File: src/rtl/qsic_pkg.sv
package qsic_pkg;

  localparam int DATA_W   = 32;
  localparam int ADDR_W   = 4;
  localparam int SLOT_W   = 4;
  localparam int SRC_W    = 3;

  // word addresses of the register map
  localparam logic [ADDR_W-1:0] A_EN_LO   = 4'd4;
  localparam logic [ADDR_W-1:0] A_EN_HI   = 4'd5;
  localparam logic [ADDR_W-1:0] A_PEND_LO = 4'd6;
  localparam logic [ADDR_W-1:0] A_PEND_HI = 4'd7;
  localparam logic [ADDR_W-1:0] A_TOP_LO  = 4'd8;
  localparam logic [ADDR_W-1:0] A_TOP_HI  = 4'd9;

  // flag order inside the 4-bit flag bundle, indexed by source bits [1:0]
  typedef enum logic [1:0] {
    FLG_EMPTY      = 2'd0,
    FLG_NEAR_EMPTY = 2'd1,
    FLG_NEAR_FULL  = 2'd2,
    FLG_FULL       = 2'd3
  } flag_sel_e;

  // condition selected by a source field: pick a flag, then optionally invert
  function automatic logic src_cond(input logic [SRC_W-1:0] src,
                                    input logic [3:0] flags);
    return flags[src[1:0]] ^ src[2];
  endfunction

endpackage

File: src/rtl/qsic_src_sel.sv
module qsic_src_sel #(
  parameter int NQ     = 32,
  parameter int DATA_W = qsic_pkg::DATA_W,
  parameter int SLOT_W = qsic_pkg::SLOT_W,
  parameter int SRC_W  = qsic_pkg::SRC_W,
  localparam int SPR   = DATA_W / SLOT_W,
  localparam int NWORD = NQ / SPR,
  localparam int SEL_W = (NWORD > 1) ? $clog2(NWORD) : 1
) (
  input  logic                         clk,
  input  logic                         rst_n,
  input  logic                         wr_en,
  input  logic [SEL_W-1:0]             wr_sel,
  input  logic [DATA_W-1:0]            wdata,
  input  logic [NQ-1:0]                f_empty,
  input  logic [NQ-1:0]                f_near_empty,
  input  logic [NQ-1:0]                f_near_full,
  input  logic [NQ-1:0]                f_full,
  output logic [NQ-1:0]                cond,
  output logic [NWORD-1:0][DATA_W-1:0] rd_words
);

  logic [NQ-1:0][SRC_W-1:0] src_r;
  logic [NQ-1:0]            slot_hit;

  // per-queue write decode brought out for the checker
  for (genvar q = 0; q < NQ; q++) begin : g_hit
    assign slot_hit[q] = wr_en && (wr_sel == SEL_W'(q / SPR));
  end

  always_ff @(posedge clk) begin
    if (!rst_n) begin
      src_r <= '0;
    end else begin
      for (int q = 0; q < NQ; q++) begin
        if (slot_hit[q]) src_r[q] <= wdata[(q % SPR) * SLOT_W +: SRC_W];
      end
    end
  end

  for (genvar q = 0; q < NQ; q++) begin : g_cond
    assign cond[q] = qsic_pkg::src_cond(src_r[q],
                       {f_full[q], f_near_full[q], f_near_empty[q], f_empty[q]});
  end

  always_comb begin
    rd_words = '0;
    for (int q = 0; q < NQ; q++) begin
      rd_words[q / SPR][(q % SPR) * SLOT_W +: SRC_W] = src_r[q];
    end
  end

  // reserved slot bits are never stored
  logic [NQ*(SLOT_W-SRC_W)-1:0] unused_rsvd;
  for (genvar q = 0; q < NQ; q++) begin : g_rsvd
    assign unused_rsvd[q*(SLOT_W-SRC_W) +: (SLOT_W-SRC_W)] =
      wdata[(q % SPR) * SLOT_W + SRC_W +: (SLOT_W-SRC_W)];
  end

  // without a write strobe no source field moves
  assert_src_hold_R11: assert property (@(posedge clk) disable iff (!rst_n)
    !wr_en |=> $stable(src_r));

  // a written field takes the written slot value on the next edge
  assert_src_load_R2: assert property (@(posedge clk) disable iff (!rst_n)
    (wr_en && wr_sel == '0) |=> (src_r[0] == $past(wdata[SRC_W-1:0])));

endmodule

File: src/rtl/qsic_half.sv
module qsic_half #(
  parameter int W     = 32,
  localparam int IDX_W = $clog2(W)
) (
  input  logic             clk,
  input  logic             rst_n,
  input  logic [W-1:0]     cond,
  input  logic             en_we,
  input  logic             clr_we,
  input  logic [W-1:0]     wdata,
  output logic [W-1:0]     en_q,
  output logic [W-1:0]     pend_q,
  output logic             irq,
  output logic             top_vld,
  output logic [IDX_W-1:0] top_idx
);

  logic [W-1:0] set_vec;
  logic [W-1:0] clr_vec;
  logic [W-1:0] active;

  // highest set bit of a vector, with a found flag in the top position
  function automatic logic [IDX_W:0] highest(input logic [W-1:0] v);
    logic [IDX_W:0] r;
    r = '0;
    for (int i = 0; i < W; i++) begin
      if (v[i]) r = {1'b1, IDX_W'(i)};
    end
    return r;
  endfunction

  assign set_vec = cond & en_q;
  assign clr_vec = clr_we ? wdata : '0;
  assign active  = pend_q & en_q;
  assign irq     = |active;
  assign {top_vld, top_idx} = highest(active);

  always_ff @(posedge clk) begin
    if (!rst_n) begin
      en_q   <= '0;
      pend_q <= '0;
    end else begin
      if (en_we) en_q <= wdata;
      pend_q <= (pend_q & ~clr_vec) | set_vec;
    end
  end

  // a bit only rises where a set was presented on the previous edge
  assert_rise_needs_set_R8: assert property (@(posedge clk) disable iff (!rst_n)
    1'b1 |=> ((pend_q & ~$past(pend_q) & ~$past(set_vec)) == '0));

  // every set request lands, even with a clear on the same edge
  assert_set_wins_R7: assert property (@(posedge clk) disable iff (!rst_n)
    (set_vec != '0) |=> ((pend_q & $past(set_vec)) == $past(set_vec)));

  // cleared bits with no competing set drop
  assert_clear_drops_R6: assert property (@(posedge clk) disable iff (!rst_n)
    ((clr_vec & ~set_vec) != '0) |=> ((pend_q & $past(clr_vec & ~set_vec)) == '0));

  // without a clear, pending bits never fall
  assert_pend_sticky_R5: assert property (@(posedge clk) disable iff (!rst_n)
    !clr_we |=> ((~pend_q & $past(pend_q)) == '0));

  // the line and the index valid flag agree
  assert_irq_vld_R9: assert property (@(posedge clk) disable iff (!rst_n)
    irq == top_vld);

  // reported index is active and nothing above it is
  assert_top_highest_R10: assert property (@(posedge clk) disable iff (!rst_n)
    top_vld |-> ((active >> top_idx) == W'(1)));

endmodule

File: src/rtl/qsic_top.sv
module qsic_top #(
  parameter int DATA_W = qsic_pkg::DATA_W,
  parameter int ADDR_W = qsic_pkg::ADDR_W,
  localparam int HALF_Q = DATA_W,
  localparam int IDX_W  = $clog2(HALF_Q),
  localparam int SPR    = DATA_W / qsic_pkg::SLOT_W,
  localparam int NWORD  = HALF_Q / SPR,
  localparam int SEL_W  = (NWORD > 1) ? $clog2(NWORD) : 1
) (
  input  logic              clk,
  input  logic              rst_n,
  input  logic              reg_wr,
  input  logic [ADDR_W-1:0] reg_addr,
  input  logic [DATA_W-1:0] reg_wdata,
  output logic [DATA_W-1:0] reg_rdata,
  input  logic [HALF_Q-1:0] lo_empty,
  input  logic [HALF_Q-1:0] lo_near_empty,
  input  logic [HALF_Q-1:0] lo_near_full,
  input  logic [HALF_Q-1:0] lo_full,
  input  logic [HALF_Q-1:0] hi_near_empty,
  output logic              irq_lo,
  output logic              irq_hi,
  output logic [IDX_W-1:0]  lo_top_idx,
  output logic              lo_top_vld,
  output logic [IDX_W-1:0]  hi_top_idx,
  output logic              hi_top_vld
);
  import qsic_pkg::*;

  logic                        src_hit;
  logic [HALF_Q-1:0]           lo_cond;
  logic [HALF_Q-1:0]           hi_cond;
  logic [NWORD-1:0][DATA_W-1:0] src_words;
  logic [HALF_Q-1:0]           en_lo, en_hi, pend_lo, pend_hi;

  assign src_hit = reg_wr && (reg_addr < ADDR_W'(NWORD));
  assign hi_cond = ~hi_near_empty;

  qsic_src_sel #(.NQ(HALF_Q), .DATA_W(DATA_W)) u_src (
    .clk          (clk),
    .rst_n        (rst_n),
    .wr_en        (src_hit),
    .wr_sel       (reg_addr[SEL_W-1:0]),
    .wdata        (reg_wdata),
    .f_empty      (lo_empty),
    .f_near_empty (lo_near_empty),
    .f_near_full  (lo_near_full),
    .f_full       (lo_full),
    .cond         (lo_cond),
    .rd_words     (src_words)
  );

  qsic_half #(.W(HALF_Q)) u_lo (
    .clk     (clk),
    .rst_n   (rst_n),
    .cond    (lo_cond),
    .en_we   (reg_wr && reg_addr == A_EN_LO),
    .clr_we  (reg_wr && reg_addr == A_PEND_LO),
    .wdata   (reg_wdata),
    .en_q    (en_lo),
    .pend_q  (pend_lo),
    .irq     (irq_lo),
    .top_vld (lo_top_vld),
    .top_idx (lo_top_idx)
  );

  qsic_half #(.W(HALF_Q)) u_hi (
    .clk     (clk),
    .rst_n   (rst_n),
    .cond    (hi_cond),
    .en_we   (reg_wr && reg_addr == A_EN_HI),
    .clr_we  (reg_wr && reg_addr == A_PEND_HI),
    .wdata   (reg_wdata),
    .en_q    (en_hi),
    .pend_q  (pend_hi),
    .irq     (irq_hi),
    .top_vld (hi_top_vld),
    .top_idx (hi_top_idx)
  );

  function automatic logic [DATA_W-1:0] top_word(input logic v, input logic [IDX_W-1:0] i);
    return {v, {(DATA_W-1-IDX_W){1'b0}}, i};
  endfunction

  always_comb begin
    reg_rdata = '0;
    if (reg_addr < ADDR_W'(NWORD)) begin
      reg_rdata = src_words[reg_addr[SEL_W-1:0]];
    end else begin
      case (reg_addr)
        A_EN_LO:   reg_rdata = en_lo;
        A_EN_HI:   reg_rdata = en_hi;
        A_PEND_LO: reg_rdata = pend_lo;
        A_PEND_HI: reg_rdata = pend_hi;
        A_TOP_LO:  reg_rdata = top_word(lo_top_vld, lo_top_idx);
        A_TOP_HI:  reg_rdata = top_word(hi_top_vld, hi_top_idx);
        default:   reg_rdata = '0;
      endcase
    end
  end

  // upper pending bits never rise while the queue is nearly empty
  assert_hi_fixed_R4: assert property (@(posedge clk) disable iff (!rst_n)
    1'b1 |=> ((pend_hi & ~$past(pend_hi) & $past(hi_near_empty)) == '0));

  // index port is zero whenever nothing is reported
  assert_idx_zero_R10: assert property (@(posedge clk) disable iff (!rst_n)
    !lo_top_vld |-> (lo_top_idx == '0));

endmodule

File: config.mk
export PLATFORM = sky130hd
export DESIGN_NAME = qsic_top
export DESIGN_NICKNAME = d
export VERILOG_FILES = /design/src/rtl/qsic_pkg.sv /design/src/rtl/qsic_src_sel.sv /design/src/rtl/qsic_half.sv /design/src/rtl/qsic_top.sv
export SDC_FILE = /design/constraint.sdc
export NUM_CORES = 1
export LEC_CHECK = 0
export ABC_AREA = 1
export BUFFER_PORTS_ARGS = -buffer_cell sky130_fd_sc_hd__buf_2
export CAP_MARGIN = 40
export CORE_MARGIN = 2
export CORE_UTILIZATION = 55
export DETAILED_ROUTE_END_ITERATION = 12
export GPL_TIMING_DRIVEN = 0
export HOLD_SLACK_MARGIN = 0.12
export PLACE_DENSITY = 0.9
export SLEW_MARGIN = 10
export SYNTH_ARGS = -nofsm -noshare
export SYNTH_HDL_FRONTEND = slang
export SYNTH_SLANG_ARGS = --single-unit
File: constraint.sdc
create_clock -name clk -period 2.7 [get_ports clk]
set_input_delay 0.54 -clock clk [delete_from_list [all_inputs] [get_ports clk]]
set_output_delay 0.54 -clock clk [all_outputs]
set_load 0.03 [all_outputs]
# Word level (Yosys, flattened, before mapping)
# Cells that the tools add are included.
dict set report classes {
  add_sub_neg 0
  n_mul 0
  div 0
  magnitude_cmp 34
  n_eq_ne 9
  shifts 0
  muxes 134
  n_bitwise 43
  n_reduce_logical 12
}
# operator count
set ops {}
lappend ops {{6-bit two-way mux} 64}
lappend ops {{32-bit AND} 6}
lappend ops {{32-bit case mux with 6 select lines} 1}
lappend ops {{32-bit two-way mux} 4}
lappend ops {{2-bit by 3-bit < comparator with 1-bit output (second input constant)} 33}
lappend ops {{32-bit inverter} 3}
lappend ops {{1-bit binary-select mux with 2-bit select} 32}
lappend ops {{32-bit binary-select mux with 2-bit select} 1}
lappend ops {{32-bit OR} 2}
lappend ops {{32-bit OR reduction} 2}
lappend ops {{1-bit two-way mux} 32}
lappend ops {{1-bit XOR} 32}
lappend ops {{4-bit by 3-bit equality test with 1-bit output (second input constant)} 4}
lappend ops {{1-bit logical AND} 9}
lappend ops {{4-bit equality test (second input constant)} 2}
lappend ops {{2-bit equality test (second input constant)} 2}
lappend ops {{4-bit by 3-bit < comparator with 1-bit output (second input constant)} 1}
lappend ops {{2-bit by 1-bit equality test with 1-bit output (second input constant)} 1}
lappend ops {{2-bit zero test} 1}
dict set report totals {
  ff_bits 224
  latch_bits 0
  mem_bits_rw 0
  romBits 0
  input_bits 199
  mem_count 0
}

# Logic depth before layout (Yosys ltp)
# Gate-level depths: netlist of run 1.
dict set report depth {
  ltp_word 35
  mapped_depth 34
}

# Cells and area by module
# From an unflattened synthesis of run 1, not the netlist that was laid out.
dict set report unflattened {
  hier_cells 2300
  hier_area_um2 13306.5
}
# module instances cells_each area_per_inst_um2
set by_module_without_submodules {}
lappend by_module_without_submodules {qsic_half 2 410 2758.9}
lappend by_module_without_submodules {qsic_src_sel 1 894 5300.1}
lappend by_module_without_submodules {qsic_top 1 586 2488.6}

# Worst setup path after synthesis of run 1
# OpenSTA, ideal clock, no wires.
dict set report synth_timing {
  kind {register -> output}
  from {reg u_hi.pend_q[3]}
  to {out reg_rdata[1]}
  t_arrival_ns 2.250
  t_required_ns 2.160
  path_slack_ns -0.090
  stages_incl_launch_ff 15
  path_buffers 0
  cell_sequence {dfxtp_1 nand2_1 nand2_1 a31oi_1 nor2_1 nor2_1 nor2_1 nor2_1 nor2_1 nor2_1 nor2_1 nor3_1 o311ai_1 nand2_1 nand4_1}
}
dict set report synth_between {
  elab_chain_cells 32
}
# item line
set synth_lines {}
lappend synth_lines {{start, declared} qsic_half.sv:12} ;# output logic [W-1:0] pend_q,
lappend synth_lines {{start signal, assigned} qsic_half.sv:44} ;# pend_q <= (pend_q & ~clr_vec) | set_vec;
lappend synth_lines {{32-bit AND} qsic_half.sv:34} ;# assign active = pend_q & en_q;
lappend synth_lines {{6-bit two-way mux (29 in series)} qsic_half.sv:27} ;# if (v[i]) r = {1'b1, IDX_W'(i)};
lappend synth_lines {{via hi_top_idx[1]} qsic_top.sv:25} ;# output logic [IDX_W-1:0] hi_top_idx,
lappend synth_lines {{32-bit case mux with 6 select lines} qsic_top.sv:90} ;# case (reg_addr)
lappend synth_lines {{32-bit two-way mux} qsic_top.sv:87} ;# if (reg_addr < ADDR_W'(NWORD)) begin
lappend synth_lines {{end, declared} qsic_top.sv:15} ;# output logic [DATA_W-1:0] reg_rdata,
# The timed path passes the listed nets, and every way through them passes these cells.

# Final worst setup path of run 1
dict set report layout_timing {
  from {reg u_hi.en_q[1]}
  to {out reg_rdata[0]}
}
dict set report layout_between {
  elab_chain_cells 34
}
# item line
set layout_lines {}
lappend layout_lines {{start, declared} qsic_half.sv:11} ;# output logic [W-1:0] en_q,
lappend layout_lines {{start signal, assigned} qsic_half.sv:43} ;# if (en_we) en_q <= wdata;
lappend layout_lines {{32-bit AND} qsic_half.sv:34}
lappend layout_lines {{6-bit two-way mux (31 in series)} qsic_half.sv:27}
lappend layout_lines {{32-bit case mux with 6 select lines} qsic_top.sv:90}
lappend layout_lines {{32-bit two-way mux} qsic_top.sv:87}
# Every way passes these cells.

==> results.md, run 1 <==
* Number of detailed-route iterations in the first pass at 8
* Max-cap violations at 0
* HP Class: in -> reg
* Final Slew Violations at 0
* CP max stage cell: dfxtp_2
* Worst Hold Launch: hi_near_empty[11]
* Comb pwr share at 10.9%
* Row Count at 52
* DIE HEIGHT at 148 um
* Clock share of power at 46.1%
* Worst path required time at 2.16 ns
* WL/cell at 22.8 um
* Via count at 14500
* Met3 Use GR at 9.39%
* Cell Area, Placed at 0.0130 mm^2
* Synthesized area per cell at 6.81 um^2
* Worst reg2reg startpoint: u_src.rd_words[96]
* Initial DRC Count at 1779
* Worst Setup Start Kind: flip-flop
* Area growth, synth to finish at 30.0%
* Syn. warnings at 0
* Failing checks: negative setup slack
* Share of cells above drive strength 1 at 29.8%
* WP data arrival at 2.97 ns
* Global-route total usage across every layer at 45.2%
* Fin. Hold Viols at 0
* Clock slew at reported path FFs at 0.07 ns
* Clock latency on the worst-skew pair at 0.54 ns
* Min Tclk post-route at 3.51 ns
* Worst Skew at 0.00947 ns
* CP Max Fanout at 2
* Routed wire length at 52.0 mm
* Antenna Nets Post-Route at 0
* Io pins at 245
* Gr ovfl total at 0
* Via density at 6.33
* Area of the core at 0.0203 mm^2
* Largest net degree at the start of global routing at 15
* Setup CP Type: reg -> out
* Die Footprint at 0.0220 mm^2
* WHS Endpoint: u_hi.pend_q[11]
* Crit path capture type: output port
* # diodes at 0
* Mapped cell area at 0.0114 mm^2
* Gpl congestion at 1.01
* Initial antenna violation count at 0
* VDD IR max at 0.402 mV
* Period Utilization, post-route at 130%
* Vias in the first global route at 13300
* GR Layer Usage met2 at 71.3%
* Power density cells at 535 mW/mm^2
* Design Area, Final at 0.0149 mm^2
* Most frequent CP cell: nand2_1
* Relative slew slack at 42.7%
* Highest Clock Rate at 285 MHz
* Unique cell type count in the Yosys netlist at 30
* Reg2reg end: u_lo.pend_q[24]
* Max stage delay on crit path at 0.32 ns
* Number of CTS-inserted buffers at 25
* Final nets at 2193
* Switch share at 27.2%
* Clock root cell: clkbuf_16
* Hold-fix buffers, CTS at 0
* Hold path cells at 4
* Static Leak at 6.48 nW
* Unrepaired setup endpoints after global routing: true
* CTS HTree Levels at 1
* Post-route DRC at 0
* First-pass GRT wire length at 76.1 mm
* Sequential share of power at 43.1%
* Sequential fraction of the synthesis area at 39.2%
* Internal at 5.79 mW
* Syn Inst Count at 1679
* Post-synth net total at 1878
* Starting Density at 56.3%
* Worst-case reg-to-reg path depth at 6
* Hpwl dp at 38.4 mm
* Die width at 148 um
* Worst slew pin tran at 0.860 ns
* Setup ws final at -0.808 ns
* Port Buffers at 243
* Fill count at 1675
* #FFs+latches synth at 224
* CTS tree: done
* Reg2reg setup slack at 1.24 ns
* Final setup violating endpoints at 15
* Sw power at 2.16 mW
* Clock sinks at 224
* Status: finished with violations
* GR Util met1 at 55.1%
* Worst Hold Margin at 0.245 ns
* Maximum root-to-sink buffer count at 3
* GRT busiest layer: met2
[cells in the final DEF (no fill, tap or decap), types with 2 or more instances in the layout]
cell type,netlist,routed
a21oi_1,258,258
a221oi_1,27,15
a221oi_2,0,12
a31o_2,2,2
a32o_1,32,32
buf_1,8,5
buf_2,0,236
buf_4,0,47
buf_6,0,9
bufinv_16,0,3
clkbuf_1,77,60
clkbuf_16,0,25
clkbuf_2,0,7
clkbuf_4,0,9
clkbuf_8,0,5
clkinv_2,0,7
clkinvlp_4,0,3
dfxtp_1,224,165
dfxtp_2,0,59
inv_1,196,196
inv_2,7,7
inv_6,0,2
nand2_1,354,291
nand2_2,11,60
nand2_4,1,15
nand3_1,41,40
nand4_1,2,2
nor2_1,42,23
nor2_2,0,7
nor2_4,0,12
nor3_2,1,3
o2111ai_1,7,7
o21ai_0,163,162
o21ai_1,82,83
o22ai_1,71,69
o22ai_2,0,2
or2_2,60,60
[worst max-delay path by stage]
stage | from | to | slack, ns
floorplan | u_hi.pend_q[2] | reg_rdata[0] | 0.09
global placement | reg_addr[0] | reg_rdata[28] | -0.66
detailed placement | reg_addr[0] | reg_rdata[28] | -0.64
CTS | u_hi.en_q[1] | reg_rdata[0] | -0.68
global route | u_lo.en_q[2] | reg_rdata[0] | -1.08
finish | u_hi.en_q[1] | reg_rdata[0] | -0.81
[cells in the mapped netlist]
cell	number	area [um^2]
a211oi_1	1	7.51
a21oi_1	258	1290
a221oi_1	27	236
a22o_1	1	8.76
a31o_2	2	17.5
a31oi_1	2	12.5
a32o_1	32	320
buf_1	8	30.0
clkbuf_1	77	289
clkinv_1	1	3.75
dfxtp_1	224	4480
inv_1	196	736
inv_2	7	26.3
nand2_1	354	1330
nand2_2	11	68.8
nand2_4	1	11.3
nand3_1	41	205
nand4_1	2	12.5
nand4_2	1	12.5
nor2_1	42	158
nor3_1	2	10.0
nor3_2	1	10.0
nor3_4	1	16.3
o2111ai_1	7	61.3
o21ai_0	163	816
o21ai_1	82	410
o22ai_1	71	444
o311ai_1	2	17.5
o31ai_1	2	15.0
or2_2	60	375
[power by group through the flow]
stage                     clock [mW]  combinational (mW)  sequential (mW)
after detailed placement           0               0.782             3.49
after floorplan                    0               0.381             3.48
final                           3.66               0.865             3.43
after global placement             0               0.772             3.49
after global routing            3.73               0.900             3.43
after CTS                       3.60               0.809             3.42
[kinds of logic (layout without fill, tap and decap cells)]
family                 after synthesis  after routing  synth area share, %
buffers and inverters              289            623                 9.49
and+or+nand+nor                    516            516                 19.3
DFF                                224            224                 39.2
AOI/OAI and AO/OA                  650            650                 32.0
[worst max-delay path: cells and delay by family (launching register included)]
family,cells,cell delay [ns]
DFF,1,0.32
buffers and inverters,2,0.22
and+or+nand+nor,33,1.91
[metal layers]
metal / vias up / routed length, um / part of all wire, %
met3: 312 / 6810 / 13
met5: - / 0 / 0
met2: 1237 / 22300 / 43
met1: 6523 / 17800 / 34
met4: 0 / 5080 / 9.8
li1: 6381 / - / -
[sequential cells by signal, indices dropped and copies added, names as in the netlist]
register,cells
u_lo.en_q,32
u_src.rd_words,96
u_hi.pend_q,32
u_lo.pend_q,32
u_hi.en_q,32
[final cells by class]
type                    instances  area, um^2  share of cell area [%]
plain buffers                  85         378                    2.54
clock buffers                  30         694                    4.67
clock inverters                16         174                    1.17
inverters                     204         766                    5.15
multi-input cells            1166        6360                    42.8
flip-flops and latches        224        4560                    30.7
well taps                     270         338                    2.27
repair buffers                288        1600                    10.8
[repair_timing]
| action | CTS | global route |
|---|---|---|
| endpoints found under the setup margin | 36 | 35 |
| resized for setup | 158 | 99 |
| setup buffers | 36 | 9 |
| pin swaps | 39 | 38 |
[through the flow]
| step | cells | power, mW | utilization (%) | setup TNS (ns) | setup slack, ns |
|---|---|---|---|---|---|
| after detailed placement | 2192 | 4.27 | 64.1 | -21.67 | -0.635 |
| after CTS | 2274 | 7.83 | 71.6 | -4.03 | -0.677 |
| after floorplan | 1679 | 3.86 | - | 0 | 0.0934 |
| after global placement | 2192 | 4.26 | 64.1 | -20.96 | -0.655 |
| after global routing | 2283 | 8.06 | 73.3 | -5.33 | -1.08 |
| final | 2283 | 7.95 | 73.3 | -4.41 | -0.808 |
No activity file was read; power rests on OpenSTA's default activity.
==> run 2, diff against run 1 <==
--- a/config.mk
+++ b/config.mk
@@ -13,7 +13,7 @@
 export DETAILED_ROUTE_END_ITERATION = 12
 export GPL_TIMING_DRIVEN = 0
 export HOLD_SLACK_MARGIN = 0.12
-export PLACE_DENSITY = 0.9
+export PLACE_DENSITY_LB_ADDON = 0.08
 export SLEW_MARGIN = 10
 export SYNTH_ARGS = -nofsm -noshare
 export SYNTH_HDL_FRONTEND = slang
==> constraint.sdc (replaced) <==
create_clock -name clk -period 3.8 [get_ports clk]
set_input_delay 0.76 -clock clk [delete_from_list [all_inputs] [get_ports clk]]
set_output_delay 0.76 -clock clk [all_outputs]
set_load 0.03 [all_outputs]
==> run 2 against run 1 <==
Net effect:
- the flow still finishes with violations (negative setup slack)
- critical path depth shrank 25
- sequential share of layout area up 1.6 points
- routed wire length down 3.0%
- setup slack gained 0.68 ns
- combinational power decreased by 32%
- sequential power fell by 29%
- non-clock buffer count decreased by 42
- design area fell by 6.3%
- register-to-register slack improved by 1.1 ns
==> results.md, run 2 (same netlist as run 1, synthesis figures left out) <==
* Area growth, synth to finish at 21.8%
* Hpwl dp at 38.4 mm
* Worst Hold Margin at 0.480 ns
* WP data arrival at 3.17 ns
* Starting Density at 56.3%
* Unrepaired setup endpoints after global routing: true
* Vias in the first global route at 12900
* Final setup TNS at -0.361 ns
* Crit path capture type: output port
* Die width at 148 um
* Period Utilization, post-route at 103%
* Gr ovfl total at 0
* Antenna Nets Post-Route at 0
* Internal at 4.19 mW
* Max-cap violations at 0
* HP Class: in -> reg
* Final setup violating endpoints at 8
* Final nets at 2151
* Fin. Hold Viols at 0
* CTS tree: done
* Switch share at 26.0%
* Worst Setup SP: reg_addr[1]
* Clock share of power at 46.7%
* Commonest cells after routing, fill and taps aside: nand2_1 (352), a21oi_1 (258), buf_2 (241)
* Clock root cell: clkbuf_16
* First-pass GRT wire length at 74.1 mm
* VDD IR max at 0.368 mV
* Highest Clock Rate at 255 MHz
* Routed wire length at 50.5 mm
* Via count at 13900
* Clock slew at reported path FFs at 0.06 ns
* Sw power at 1.47 mW
* Setup CP Type: in -> out
* CTS HTree Levels at 1
* Total Power at 5.67 mW
* Port Buffers at 243
* Die Footprint at 0.0220 mm^2
* Status: finished with violations
* Placed insts at 2192
* Clock sinks at 224
* Worst slew pin tran at 0.881 ns
* Failing checks: negative setup slack
* Worst path required time at 3.04 ns
* Setup ws final at -0.126 ns
* Via density at 6.21
* Initial DRC Count at 1698
* Share of cells above drive strength 1 at 19.4%
* Setup WS pre-CTS at -0.0313 ns
* Io pins at 245
* Final cell count without fillers at 2241
* Min Tclk post-route at 3.93 ns
* Final Slew Violations at 0
* Commonest non-fill, non-tap cell in the layout: nand2_1
* Row Count at 52
* Power density cells at 407 mW/mm^2
* Sequential share of power at 42.9%
* Number of flip-flops under the largest register name at 96
* Number of detailed-route iterations in the first pass at 6
* Largest net degree at the start of global routing at 14
* Post-route DRC at 0
* Worst Skew at 0.0159 ns
* Initial antenna violation count at 1
* Worst reg2reg startpoint: u_src.rd_words[24]
* Static Leak at 5.98 nW
* Worst Setup Start Kind: input pin
* Global-route total usage across every layer at 44.3%
* CP Max Fanout at 10
* Number of CTS-inserted buffers at 25
* DIE HEIGHT at 148 um
* Maximum root-to-sink buffer count at 3
* Area of the core at 0.0203 mm^2
* Worst Hold Launch: hi_near_empty[23]
* WL/cell at 22.5 um
* Gpl congestion at 1.01
* Clock latency on the worst-skew pair at 0.54 ns
* Relative slew slack at 41.3%
* Comb pwr share at 10.4%
-- run 2: cell count changes in the layout (fill, tap and decap cells not counted), sizes merged --
cell and delta:
buf -43, bufinv +1, clkbuf +5, clkinv -2, clkinvlp -3, diode +1, inv -1
-- run 2: timing repair --
item / in CTS / in global routing
pin swaps: 0 / 2
buffers inserted: 0 / 3
hold buffers: 0 / 0
setup endpoints to repair: 1 / 7
resized for setup: 1 / 17
-- run 2: path summary, 6_finish.rpt --
path | endpoint | slack, ns | cells past startpoint
max reg2reg | u_lo.pend_q[6] | 2.33 | 6
max | reg_rdata[0] | -0.13 | 10
min | u_hi.pend_q[23] | 0.48 | 3
min reg2reg | u_hi.en_q[27] | 0.48 | 2
-- run 2: final cells by class --
| class | instances | area [um^2] |
|---|---|---|
| multi-input cells | 1166 | 5870 |
| well taps | 270 | 338 |
| clock buffers | 34 | 729 |
| plain buffers | 85 | 323 |
| repair buffers | 246 | 1250 |
| diodes | 1 | 2.50 |
| fillers | 1860 | 6370 |
| inverters | 204 | 766 |
| clock inverters | 11 | 159 |
| flip-flops and latches | 224 | 4490 |
-- run 2: critical path: stages --
cell and delay (ns):
buf_2 0.13, nor2_1 0.08, inv_2 0.24, nor2_1 0.17
inv_2 0.13, clkbuf_1 0.59, o21ai_0 0.16, a221oi_1 0.54
nand4_2 0.18, buf_6 0.18
-- run 2: power groups by stage --
stage / combinational [mW] / sequential [mW] / clock, mW
final: 0.591 / 2.43 / 2.65
after global placement: 0.552 / 2.48 / 0
after global routing: 0.620 / 2.43 / 2.72
after detailed placement: 0.559 / 2.48 / 0
after floorplan: 0.271 / 2.47 / 0
after CTS: 0.564 / 2.43 / 2.61
-- run 2: layer usage --
metal	up-vias	track usage [%]	wire, um
met4	0	31.1	4500
met3	235	8.25	6170
met1	6371	55.0	18000
met5	-	0	0
met2	1044	69.7	21800
li1	6276	-	-
-- run 2: through the flow --
stage                     utilization [%]  instance area (um^2)
final                                68.6                 13900
after global routing                 68.6                 13900
after CTS                            68.4                 13900
after detailed placement             64.0                 13000
after global placement               64.0                 13000
after floorplan                         -                 11400
